### config.mk
export PLATFORM = sky130hd
export DESIGN_NAME = spi_nvmem_slave
export DESIGN_NICKNAME = d
export VERILOG_FILES = /design/src/rtl/nvm_pkg.sv /design/src/rtl/nvm_frontend.sv /design/src/rtl/nvm_array.sv /design/src/rtl/nvm_ctrl.sv /design/src/rtl/spi_nvmem_slave.sv
export SDC_FILE = /design/constraint.sdc
export NUM_CORES = 2
export LEC_CHECK = 0
export BUFFER_PORTS_ARGS = -buffer_cell sky130_fd_sc_hd__buf_2
export CORE_ASPECT_RATIO = 0.7
export CORE_MARGIN = 2
export CORE_UTILIZATION = 55
export CTS_CLUSTER_SIZE = 30
export DETAILED_ROUTE_END_ITERATION = 8
export GPL_ROUTABILITY_DRIVEN = 0
export HOLD_SLACK_MARGIN = 0.02
export PLACE_DENSITY = 0.7
export SLEW_MARGIN = 25
export SYNTH_ARGS = -nofsm -noshare
export SYNTH_HDL_FRONTEND = slang
export SYNTH_SLANG_ARGS = --single-unit
export TNS_END_PERCENT = 5
### constraint.sdc
create_clock -name clk -period 3.5 [get_ports clk]
set_input_delay 1.05 -clock clk [delete_from_list [all_inputs] [get_ports clk]]
set_output_delay 1.05 -clock clk [all_outputs]
set_load 0.1 [all_outputs]
### src/rtl/nvm_pkg.sv
package nvm_pkg;

    localparam logic [7:0] OP_WREN = 8'h06;
    localparam logic [7:0] OP_WRDI = 8'h04;
    localparam logic [7:0] OP_RDSR = 8'h05;
    localparam logic [7:0] OP_WRSR = 8'h01;
    localparam logic [7:0] OP_READ = 8'h03;
    localparam logic [7:0] OP_WRIT = 8'h02;

    typedef enum logic [3:0] {
        ST_IDLE,
        ST_CMD,
        ST_RADDR,
        ST_RDATA,
        ST_RSTAT,
        ST_WADDR,
        ST_WDATA,
        ST_SRDATA,
        ST_SKIP
    } nvm_state_e;

    // Level 0: nothing guarded, 1: top quarter, 2: top half, 3: everything.
    function automatic logic guarded(input logic [1:0] level, input logic [1:0] top2);
        case (level)
            2'd1:    guarded = (top2 == 2'b11);
            2'd2:    guarded = top2[1];
            2'd3:    guarded = 1'b1;
            default: guarded = 1'b0;
        endcase
    endfunction

    function automatic logic [7:0] status_byte(input logic [1:0] level,
                                               input logic latch, input logic busy);
        status_byte = {4'b0000, level, latch, busy};
    endfunction

endpackage

### src/rtl/nvm_frontend.sv
module nvm_frontend #(
    parameter int STAGES = 2
) (
    input  logic clk,
    input  logic rst_n,
    input  logic csn,
    input  logic sck,
    input  logic mosi,
    input  logic hold_n,
    input  logic wp_n,
    output logic cs_active,
    output logic cs_fall,
    output logic cs_rise,
    output logic sck_rise,
    output logic sck_fall,
    output logic mosi_s,
    output logic hold_act,
    output logic wp_act
);
    localparam int          W       = 5;
    localparam logic [W-1:0] RST_VAL = 5'b11001; // {wp_n, hold_n, mosi, sck, csn}

    logic [W-1:0] stage_q [STAGES];
    logic [W-1:0] raw;
    logic         csn_prev_q, sck_prev_q;
    logic         csn_s, sck_s;

    assign raw = {wp_n, hold_n, mosi, sck, csn};

    genvar g;
    generate
        for (g = 0; g < STAGES; g++) begin : g_sync
            always_ff @(posedge clk or negedge rst_n) begin
                if (!rst_n)      stage_q[g] <= RST_VAL;
                else if (g == 0) stage_q[g] <= raw;
                else             stage_q[g] <= stage_q[(g == 0) ? 0 : g-1];
            end
        end
    endgenerate

    always_ff @(posedge clk or negedge rst_n) begin
        if (!rst_n) begin
            csn_prev_q <= 1'b1;
            sck_prev_q <= 1'b0;
        end else begin
            csn_prev_q <= csn_s;
            sck_prev_q <= sck_s;
        end
    end

    assign csn_s     = stage_q[STAGES-1][0];
    assign sck_s     = stage_q[STAGES-1][1];
    assign mosi_s    = stage_q[STAGES-1][2];
    assign hold_act  = !stage_q[STAGES-1][3];
    assign wp_act    = !stage_q[STAGES-1][4];
    assign cs_active = !csn_s;
    assign cs_fall   = csn_prev_q && !csn_s;
    assign cs_rise   = !csn_prev_q && csn_s;
    assign sck_rise  = cs_active && !hold_act &&  sck_s && !sck_prev_q;
    assign sck_fall  = cs_active && !hold_act && !sck_s &&  sck_prev_q;

endmodule

### src/rtl/nvm_array.sv
module nvm_array #(
    parameter int         ADDR_W     = 8,
    parameter int         PAGE_BYTES = 4,
    parameter logic [7:0] ERASED     = 8'hFF
) (
    input  logic                                 clk,
    input  logic                                 rst_n,
    input  logic [ADDR_W-1:0]                    rd_addr,
    output logic [7:0]                           rd_data,
    input  logic [PAGE_BYTES-1:0]                wr_en,
    input  logic [PAGE_BYTES-1:0][ADDR_W-1:0]    wr_addr,
    input  logic [PAGE_BYTES-1:0][7:0]           wr_data
);
    localparam int DEPTH = 1 << ADDR_W;

    logic [7:0] cell_q [DEPTH];

    always_ff @(posedge clk or negedge rst_n) begin
        if (!rst_n) begin
            for (int i = 0; i < DEPTH; i++) cell_q[i] <= ERASED;
        end else begin
            for (int l = 0; l < PAGE_BYTES; l++) begin
                if (wr_en[l]) cell_q[wr_addr[l]] <= wr_data[l];
            end
        end
    end

    assign rd_data = cell_q[rd_addr];

endmodule

### src/rtl/nvm_ctrl.sv
module nvm_ctrl
    import nvm_pkg::*;
#(
    parameter int ADDR_W      = 8,
    parameter int PAGE_BYTES  = 4,
    parameter int BUSY_CYCLES = 2000
) (
    input  logic                              clk,
    input  logic                              rst_n,
    input  logic                              cs_active,
    input  logic                              cs_fall,
    input  logic                              cs_rise,
    input  logic                              sck_rise,
    input  logic                              sck_fall,
    input  logic                              mosi_s,
    input  logic                              hold_act,
    input  logic                              wp_act,
    input  logic [7:0]                        rd_data,
    output logic [ADDR_W-1:0]                 rd_addr,
    output logic [PAGE_BYTES-1:0]             wr_en,
    output logic [PAGE_BYTES-1:0][ADDR_W-1:0] wr_addr,
    output logic [PAGE_BYTES-1:0][7:0]        wr_data,
    output logic                              miso,
    output logic                              miso_oe,
    output logic                              busy,
    output logic                              wel
);
    localparam int PIDX_W = $clog2(PAGE_BYTES);
    localparam int CNT_W  = $clog2(BUSY_CYCLES + 1);

    typedef struct packed {
        nvm_state_e                    st;
        logic [2:0]                    bitc;
        logic [7:0]                    shin;
        logic [7:0]                    shout;
        logic [ADDR_W-1:0]             addr;
        logic                          miso;
        logic                          wel;
        logic [1:0]                    level;
        logic                          busy;
        logic [CNT_W-1:0]              cnt;
        logic [PAGE_BYTES-1:0][7:0]    page;
        logic [PAGE_BYTES-1:0]         valid;
        logic [1:0]                    sr_new;
        logic                          sr_pend;
    } ctrl_t;

    ctrl_t q, n;

    logic [7:0]        shin_next;
    logic              byte_done;
    logic              aligned;
    logic              may_write;
    logic [PIDX_W-1:0] idx;

    assign shin_next = {q.shin[6:0], mosi_s};
    assign byte_done = sck_rise && (q.bitc == 3'd7);
    assign aligned   = (q.bitc == 3'd0);
    assign may_write = q.wel && !wp_act && !q.busy && aligned;
    assign idx       = q.addr[PIDX_W-1:0];

    always_comb begin
        rd_addr = (q.st == ST_RADDR) ? shin_next[ADDR_W-1:0] : q.addr + 1'b1;
        for (int l = 0; l < PAGE_BYTES; l++) begin
            wr_addr[l] = {q.addr[ADDR_W-1:PIDX_W], PIDX_W'(l)};
            wr_data[l] = q.page[l];
        end
    end

    always_comb begin
        n     = q;
        wr_en = '0;

        // self-timed programming cycle
        if (q.busy) begin
            if (q.cnt == '0) begin
                n.busy = 1'b0;
                n.wel  = 1'b0;
            end else begin
                n.cnt = q.cnt - 1'b1;
            end
        end

        if (sck_rise) begin
            n.shin = shin_next;
            n.bitc = q.bitc + 1'b1;
        end

        if (sck_fall && (q.st == ST_RDATA || q.st == ST_RSTAT)) begin
            n.miso  = q.shout[7];
            n.shout = {q.shout[6:0], 1'b0};
        end

        if (byte_done) begin
            case (q.st)
                ST_CMD: begin
                    n.st = ST_SKIP;
                    if (shin_next == OP_RDSR) begin
                        n.st    = ST_RSTAT;
                        n.shout = status_byte(q.level, q.wel, q.busy);
                    end else if (!q.busy) begin
                        case (shin_next)
                            OP_WREN: n.wel = 1'b1;
                            OP_WRDI: n.wel = 1'b0;
                            OP_WRSR: n.st  = ST_SRDATA;
                            OP_READ: n.st  = ST_RADDR;
                            OP_WRIT: n.st  = ST_WADDR;
                            default: n.st  = ST_SKIP;
                        endcase
                    end
                end
                ST_RADDR: begin
                    n.addr  = shin_next[ADDR_W-1:0];
                    n.shout = rd_data;
                    n.st    = ST_RDATA;
                end
                ST_RDATA: begin
                    n.addr  = q.addr + 1'b1;
                    n.shout = rd_data;
                end
                ST_RSTAT: n.shout = status_byte(q.level, q.wel, q.busy);
                ST_WADDR: begin
                    n.addr = shin_next[ADDR_W-1:0];
                    n.st   = ST_WDATA;
                end
                ST_WDATA: begin
                    n.page[idx]  = shin_next;
                    n.valid[idx] = 1'b1;
                    n.addr       = {q.addr[ADDR_W-1:PIDX_W], PIDX_W'(idx + 1'b1)};
                end
                ST_SRDATA: begin
                    n.sr_new  = shin_next[3:2];
                    n.sr_pend = 1'b1;
                    n.st      = ST_SKIP;
                end
                default: ;
            endcase
        end

        if (cs_fall) begin
            n.st      = ST_CMD;
            n.bitc    = '0;
            n.miso    = 1'b0;
            n.valid   = '0;
            n.sr_pend = 1'b0;
        end

        if (cs_rise) begin
            if (q.st == ST_WDATA && (|q.valid) && may_write &&
                !guarded(q.level, q.addr[ADDR_W-1 -: 2])) begin
                wr_en  = q.valid;
                n.busy = 1'b1;
                n.cnt  = CNT_W'(BUSY_CYCLES - 1);
            end else if (q.sr_pend && may_write) begin
                n.level = q.sr_new;
                n.busy  = 1'b1;
                n.cnt   = CNT_W'(BUSY_CYCLES - 1);
            end
            n.st      = ST_IDLE;
            n.valid   = '0;
            n.sr_pend = 1'b0;
        end
    end

    always_ff @(posedge clk or negedge rst_n) begin
        if (!rst_n) begin
            q       <= '0;
            q.st    <= ST_IDLE;
        end else begin
            q <= n;
        end
    end

    assign miso    = q.miso;
    assign miso_oe = cs_active && !hold_act && (q.st == ST_RDATA || q.st == ST_RSTAT);
    assign busy    = q.busy;
    assign wel     = q.wel;

endmodule

### src/rtl/spi_nvmem_slave.sv
module spi_nvmem_slave #(
    parameter int ADDR_W      = 8,
    parameter int PAGE_BYTES  = 4,
    parameter int BUSY_CYCLES = 2000,
    parameter int SYNC_STAGES = 2
) (
    input  logic clk,
    input  logic rst_n,
    input  logic csn,
    input  logic sck,
    input  logic mosi,
    output logic miso,
    output logic miso_oe,
    input  logic wp_n,
    input  logic hold_n
);
    logic cs_active, cs_fall, cs_rise, sck_rise, sck_fall, mosi_s, hold_act, wp_act;
    logic busy_w, wel_w;
    logic [7:0]                        rd_data;
    logic [ADDR_W-1:0]                 rd_addr;
    logic [PAGE_BYTES-1:0]             wr_en;
    logic [PAGE_BYTES-1:0][ADDR_W-1:0] wr_addr;
    logic [PAGE_BYTES-1:0][7:0]        wr_data;

    nvm_frontend #(.STAGES(SYNC_STAGES)) u_front (
        .clk(clk), .rst_n(rst_n), .csn(csn), .sck(sck), .mosi(mosi),
        .hold_n(hold_n), .wp_n(wp_n), .cs_active(cs_active), .cs_fall(cs_fall),
        .cs_rise(cs_rise), .sck_rise(sck_rise), .sck_fall(sck_fall),
        .mosi_s(mosi_s), .hold_act(hold_act), .wp_act(wp_act)
    );

    nvm_ctrl #(.ADDR_W(ADDR_W), .PAGE_BYTES(PAGE_BYTES), .BUSY_CYCLES(BUSY_CYCLES)) u_ctrl (
        .clk(clk), .rst_n(rst_n), .cs_active(cs_active), .cs_fall(cs_fall),
        .cs_rise(cs_rise), .sck_rise(sck_rise), .sck_fall(sck_fall),
        .mosi_s(mosi_s), .hold_act(hold_act), .wp_act(wp_act), .rd_data(rd_data),
        .rd_addr(rd_addr), .wr_en(wr_en), .wr_addr(wr_addr), .wr_data(wr_data),
        .miso(miso), .miso_oe(miso_oe), .busy(busy_w), .wel(wel_w)
    );

    nvm_array #(.ADDR_W(ADDR_W), .PAGE_BYTES(PAGE_BYTES)) u_array (
        .clk(clk), .rst_n(rst_n), .rd_addr(rd_addr), .rd_data(rd_data),
        .wr_en(wr_en), .wr_addr(wr_addr), .wr_data(wr_data)
    );

endmodule

==> results_tabular.tex <==
\begin{tabular}{lr}
\hline
Metric & Value \\
\hline
\multicolumn{2}{l}{\textbf{Outcome}} \\
Outcome & finished, violations left \\
Violations in the final reports & setup timing \\
\multicolumn{2}{l}{\textbf{Logic synthesis}} \\
Top FF cell, synth & sky130\_fd\_sc\_hd\_\_dfstp\_2 \\
Library cell with the largest summed area after synthesis & sky130\_fd\_sc\_hd\_\_dfstp\_2 \\
Number of synthesized register bits & 2,145 \\
Average size of a mapped cell & 13.8 um\^{}2 \\
Mapped Cells & 7,352 \\
Share of flip-flops with an asynchronous set or reset & 1.00 \\
Sequential cell area fraction in the yosys report & 0.555 \\
Most area-consuming cells after synthesis & sky130\_fd\_sc\_hd\_\_dfstp\_2 (53\%), sky130\_fd\_sc\_hd\_\_mux2\_2 (23\%), sky130\_fd\_sc\_hd\_\_mux4\_2 (7.1\%) \\
Cell area after synthesis & between 100,000 and 150,000 um\^{}2 \\
Share of Yosys cell area claimed by the top area cell type & 0.533 \\
Yosys synthesis warning count & 0 \\
Number of enable flip-flop cells after synthesis & 0 \\
Count of different cell masters after synthesis & 77 \\
Post-Synthesis Net Count & 7,370 \\
\multicolumn{2}{l}{\textbf{Global routing}} \\
Total Routing Usage GR & 0.402 \\
Sum of overflow across all layers after global routing & 0 \\
Initial antenna violation count & 49 \\
Pin count of the biggest net entering global routing & 150 \\
First-pass GRT wire length & 541,000 um \\
Via count of the first global-routing pass & 73.2k \\
\multicolumn{2}{l}{\textbf{Pwr}} \\
IR Drop Worst-Case VDD & 0.402 mV \\
Static leakage power & 48.7 nW \\
Power per unit of standard cell area & 411 nW/um\^{}2 \\
\multicolumn{2}{l}{\textbf{Clock tree}} \\
Clock transition at the registers of the reported paths & 0.07 ns \\
Insertion delay to the later sink of the worst-skew pair & 0.89 ns \\
Sink Count & approximately 2.1k \\
Number of clock buffers inserted by TritonCTS & 210 \\
H-tree level count & 4 \\
Clock Path Buffers & 4 \\
CTS Root Buffer Type & sky130\_fd\_sc\_hd\_\_clkbuf\_16 \\
Clock tree from TritonCTS & done \\
\multicolumn{2}{l}{\textbf{Route}} \\
Antenna viol nets, final & 0 \\
Post-detailed-route wirelength per cell & 35.4 um \\
Vias/cell & 6.85 \\
Detailed-route via count & 73.6k \\
Residual DRC & 0 \\
Initial DRC count & between 10k and 15k \\
Initial DRT Pass Iterations & 8 \\
Routed Wire Length & approximately 380,000 um \\
\multicolumn{2}{l}{\textbf{Finish}} \\
Most frequent standard cell in the layout excluding fill and tap cells & sky130\_fd\_sc\_hd\_\_mux2\_2 \\
Layout Nets & 8,121 \\
Area overhead of the layout relative to synthesis & 19.4\% \\
Proportion of layout cells with a drive suffix above 1 & 0.734 \\
Leading cell types in the layout, fill and taps excluded & sky130\_fd\_sc\_hd\_\_mux2\_2 (2,090), sky130\_fd\_sc\_hd\_\_dfstp\_2 (2,055), sky130\_fd\_sc\_hd\_\_nand2\_1 (844) \\
Final core utilization & 0.662 \\
\multicolumn{2}{l}{\textbf{Timing}} \\
Max transition margin & 0.230 \\
Setup TNS Final & -2.88 ns \\
Slew @ Worst Pin & 1.15 ns \\
Achievable clock frequency & 253 MHz \\
Setup repair after global routing missed its margin & yes \\
Total setup violations reported at the end of the flow & 9 \\
Worst hold margin & 0.281 ns \\
Post-route fraction of the period consumed by the critical path & 1.13 \\
Final hold violation count & 0 \\
Final Worst Setup Slack & -0.455 ns \\
Final worst clock skew & 0.0428 ns \\
Max-slew violations & 0 \\
Minimum period implied by the final worst setup slack & 3.95 ns \\
\multicolumn{2}{l}{\textbf{Worst hold path}} \\
Class of the worst hold path & in2reg \\
\multicolumn{2}{l}{\textbf{Critical path}} \\
Most prevalent standard cell on the critical path & sky130\_fd\_sc\_hd\_\_buf\_12 \\
Endpoint type of the worst setup path & flop \\
Cells along the critical path & or4b\_4, buf\_12, mux2i\_4, buf\_12, buf\_12, nor2\_4, buf\_4, a32oi\_1, a31oi\_1, a311o\_1, o211ai\_1, a211o\_1 \\
Worst endpoint required time & 4.26 ns \\
Maximum fanout encountered on the critical timing path & 12 \\
Worst Path Class, Setup & reg2reg \\
Crit path max-delay family & compound AO/OA/AOI/OAI gates \\
Critical Path Max Stage Delay & 0.59 ns \\
Worst path buffer plus inverter count & 4 \\
Crit path max-delay cell type & sky130\_fd\_sc\_hd\_\_nor2\_4 \\
Kind of start point of the critical path & flop \\
WP data arrival & around 4.7 ns \\
\multicolumn{2}{l}{\textbf{Die}} \\
Die outline height & 363 um \\
Number of primary I/O pins & 9 \\
Placeable core region & 183,000 um\^{}2 \\
Die X & 517 um \\
Starting utilization of the core area & 0.555 \\
Die area & 188,000 um\^{}2 \\
Num rows & 131 \\
\multicolumn{2}{l}{\textbf{Placement}} \\
Half-perimeter wire length after placement & 243,000 um \\
Number of port buffers & 8 \\
\multicolumn{2}{l}{\textbf{Flow run}} \\
Number of maximum-capacitance constraint violations & 0 \\
\hline
\end{tabular}
[cells by family (layout without fill, tap and decap cells)]
logic type / after synthesis / after routing / synth area share
simple gates: 1585 / 1585 / 0.0669
fa+ha+maj: 11 / 11 / 0.00136
other cells: 0 / 16 / 0
buf+inv: 551 / 1459 / 0.0242
compound gates: 497 / 497 / 0.0341
xor+xnor: 14 / 14 / 0.00121
flops: 2145 / 2145 / 0.555
mux: 2549 / 2550 / 0.317
[final timing paths]
check,startpoint,end,slack (ns),depth (start not counted)
min,wp_n,u_front.stage_q[9],0.28,1
max reg2reg,u_ctrl.q[85],u_ctrl.q[70],-0.45,12
min in group asynchronous,rst_n,u_array.cell_q[20],0.34,1
min reg2reg,u_front.stage_q[8],u_front.stage_q[3],0.36,0
max in group asynchronous,rst_n,u_array.cell_q[325],2.18,3
max,u_ctrl.q[85],u_ctrl.q[70],-0.45,12
[synth_stat cells (7+ instances only)]
library cell                instances
sky130_fd_sc_hd__a2111oi_0          7
sky130_fd_sc_hd__a211oi_1          14
sky130_fd_sc_hd__a21o_1            10
sky130_fd_sc_hd__a21oi_1           89
sky130_fd_sc_hd__a221oi_1          17
sky130_fd_sc_hd__a22oi_1           33
sky130_fd_sc_hd__a311oi_1          27
sky130_fd_sc_hd__a31oi_1           84
sky130_fd_sc_hd__a32oi_1           67
sky130_fd_sc_hd__and2_1            10
sky130_fd_sc_hd__and3_1            31
sky130_fd_sc_hd__buf_1             15
sky130_fd_sc_hd__buf_2            141
sky130_fd_sc_hd__buf_4             38
sky130_fd_sc_hd__buf_6              8
sky130_fd_sc_hd__clkbuf_1         332
sky130_fd_sc_hd__dfrtp_1           90
sky130_fd_sc_hd__dfstp_2         2055
sky130_fd_sc_hd__ha_1              11
sky130_fd_sc_hd__inv_1             17
sky130_fd_sc_hd__mux2_2          2091
sky130_fd_sc_hd__mux2i_1          136
sky130_fd_sc_hd__mux4_2           318
sky130_fd_sc_hd__nand2_1          855
sky130_fd_sc_hd__nand3_1          240
sky130_fd_sc_hd__nand4_1           43
sky130_fd_sc_hd__nor2_1           295
sky130_fd_sc_hd__nor3_1            39
sky130_fd_sc_hd__nor3b_1            9
sky130_fd_sc_hd__nor4_1            11
sky130_fd_sc_hd__o2111ai_1          8
sky130_fd_sc_hd__o211ai_1          16
sky130_fd_sc_hd__o21ai_0           63
sky130_fd_sc_hd__o22ai_1           13
sky130_fd_sc_hd__xnor2_1            7
sky130_fd_sc_hd__xor2_1             7
[power by group]
part           switching [mW]  internal [mW]
Clock                    10.2           13.6
Sequential             0.0787           25.0
Combinational           0.708          0.188
Total                    11.0           38.7
[registers in the layout (all words and copies together), names as in the netlist]
register and flops:
u_array.cell_q 2048, u_ctrl.q 42, u_ctrl.wr_data 32, u_front.stage_q 7, u_ctrl.wr_addr 6, u_ctrl.idx 2
u_ctrl.busy 1, u_ctrl.miso 1, u_ctrl.wel 1, u_front.csn_prev_q 1, u_front.csn_s 1, u_front.mosi_s 1
u_front.sck_prev_q 1, u_front.sck_s 1
[per-layer routing]
layer	vias to the layer above	GRT usage	wire, um	part of all wire
met1	38600	0.564	148000	0.39
met4	28	0.158	18400	0.048
met3	1153	0.176	59600	0.16
met5	-	0	221	0.00058
li1	28300	-	-	-
met2	5479	0.545	154000	0.40
[area by class of cell]
| type | count | area (um^2) |
|---|---|---|
| clock buffer | 295 | 6130 |
| multi-input combinational | 4657 | 43600 |
| timing repair buffer | 1072 | 10700 |
| inverter | 17 | 63.8 |
| sequential | 2145 | 56400 |
| tap | 2460 | 3080 |
| clock inverter | 75 | 930 |
| fill | 13000 | 61700 |
| antenna | 16 | 40.0 |
[metrics by stage]
step                setup slack [ns]  power, mW  cells  cell area, um^2
floorplan                     0.0135       25.5   7352           101000
global placement              -0.825       26.2  10200           111000
detailed placement            -0.872       26.3  10200           111000
CTS                           -0.218       49.8  10700           120000
global route                  -0.374       50.9  10700           121000
finish                        -0.455       49.7  10700           121000
[what timing repair did]
item                       CTS  global route
gates resized for setup    167            65
cloned                      11             3
setup endpoints to repair    9           123
hold buffers                 0             0
pin swaps                   38            29
setup buffers               88            47
Note: power is estimated with default switching activity, not from simulation.
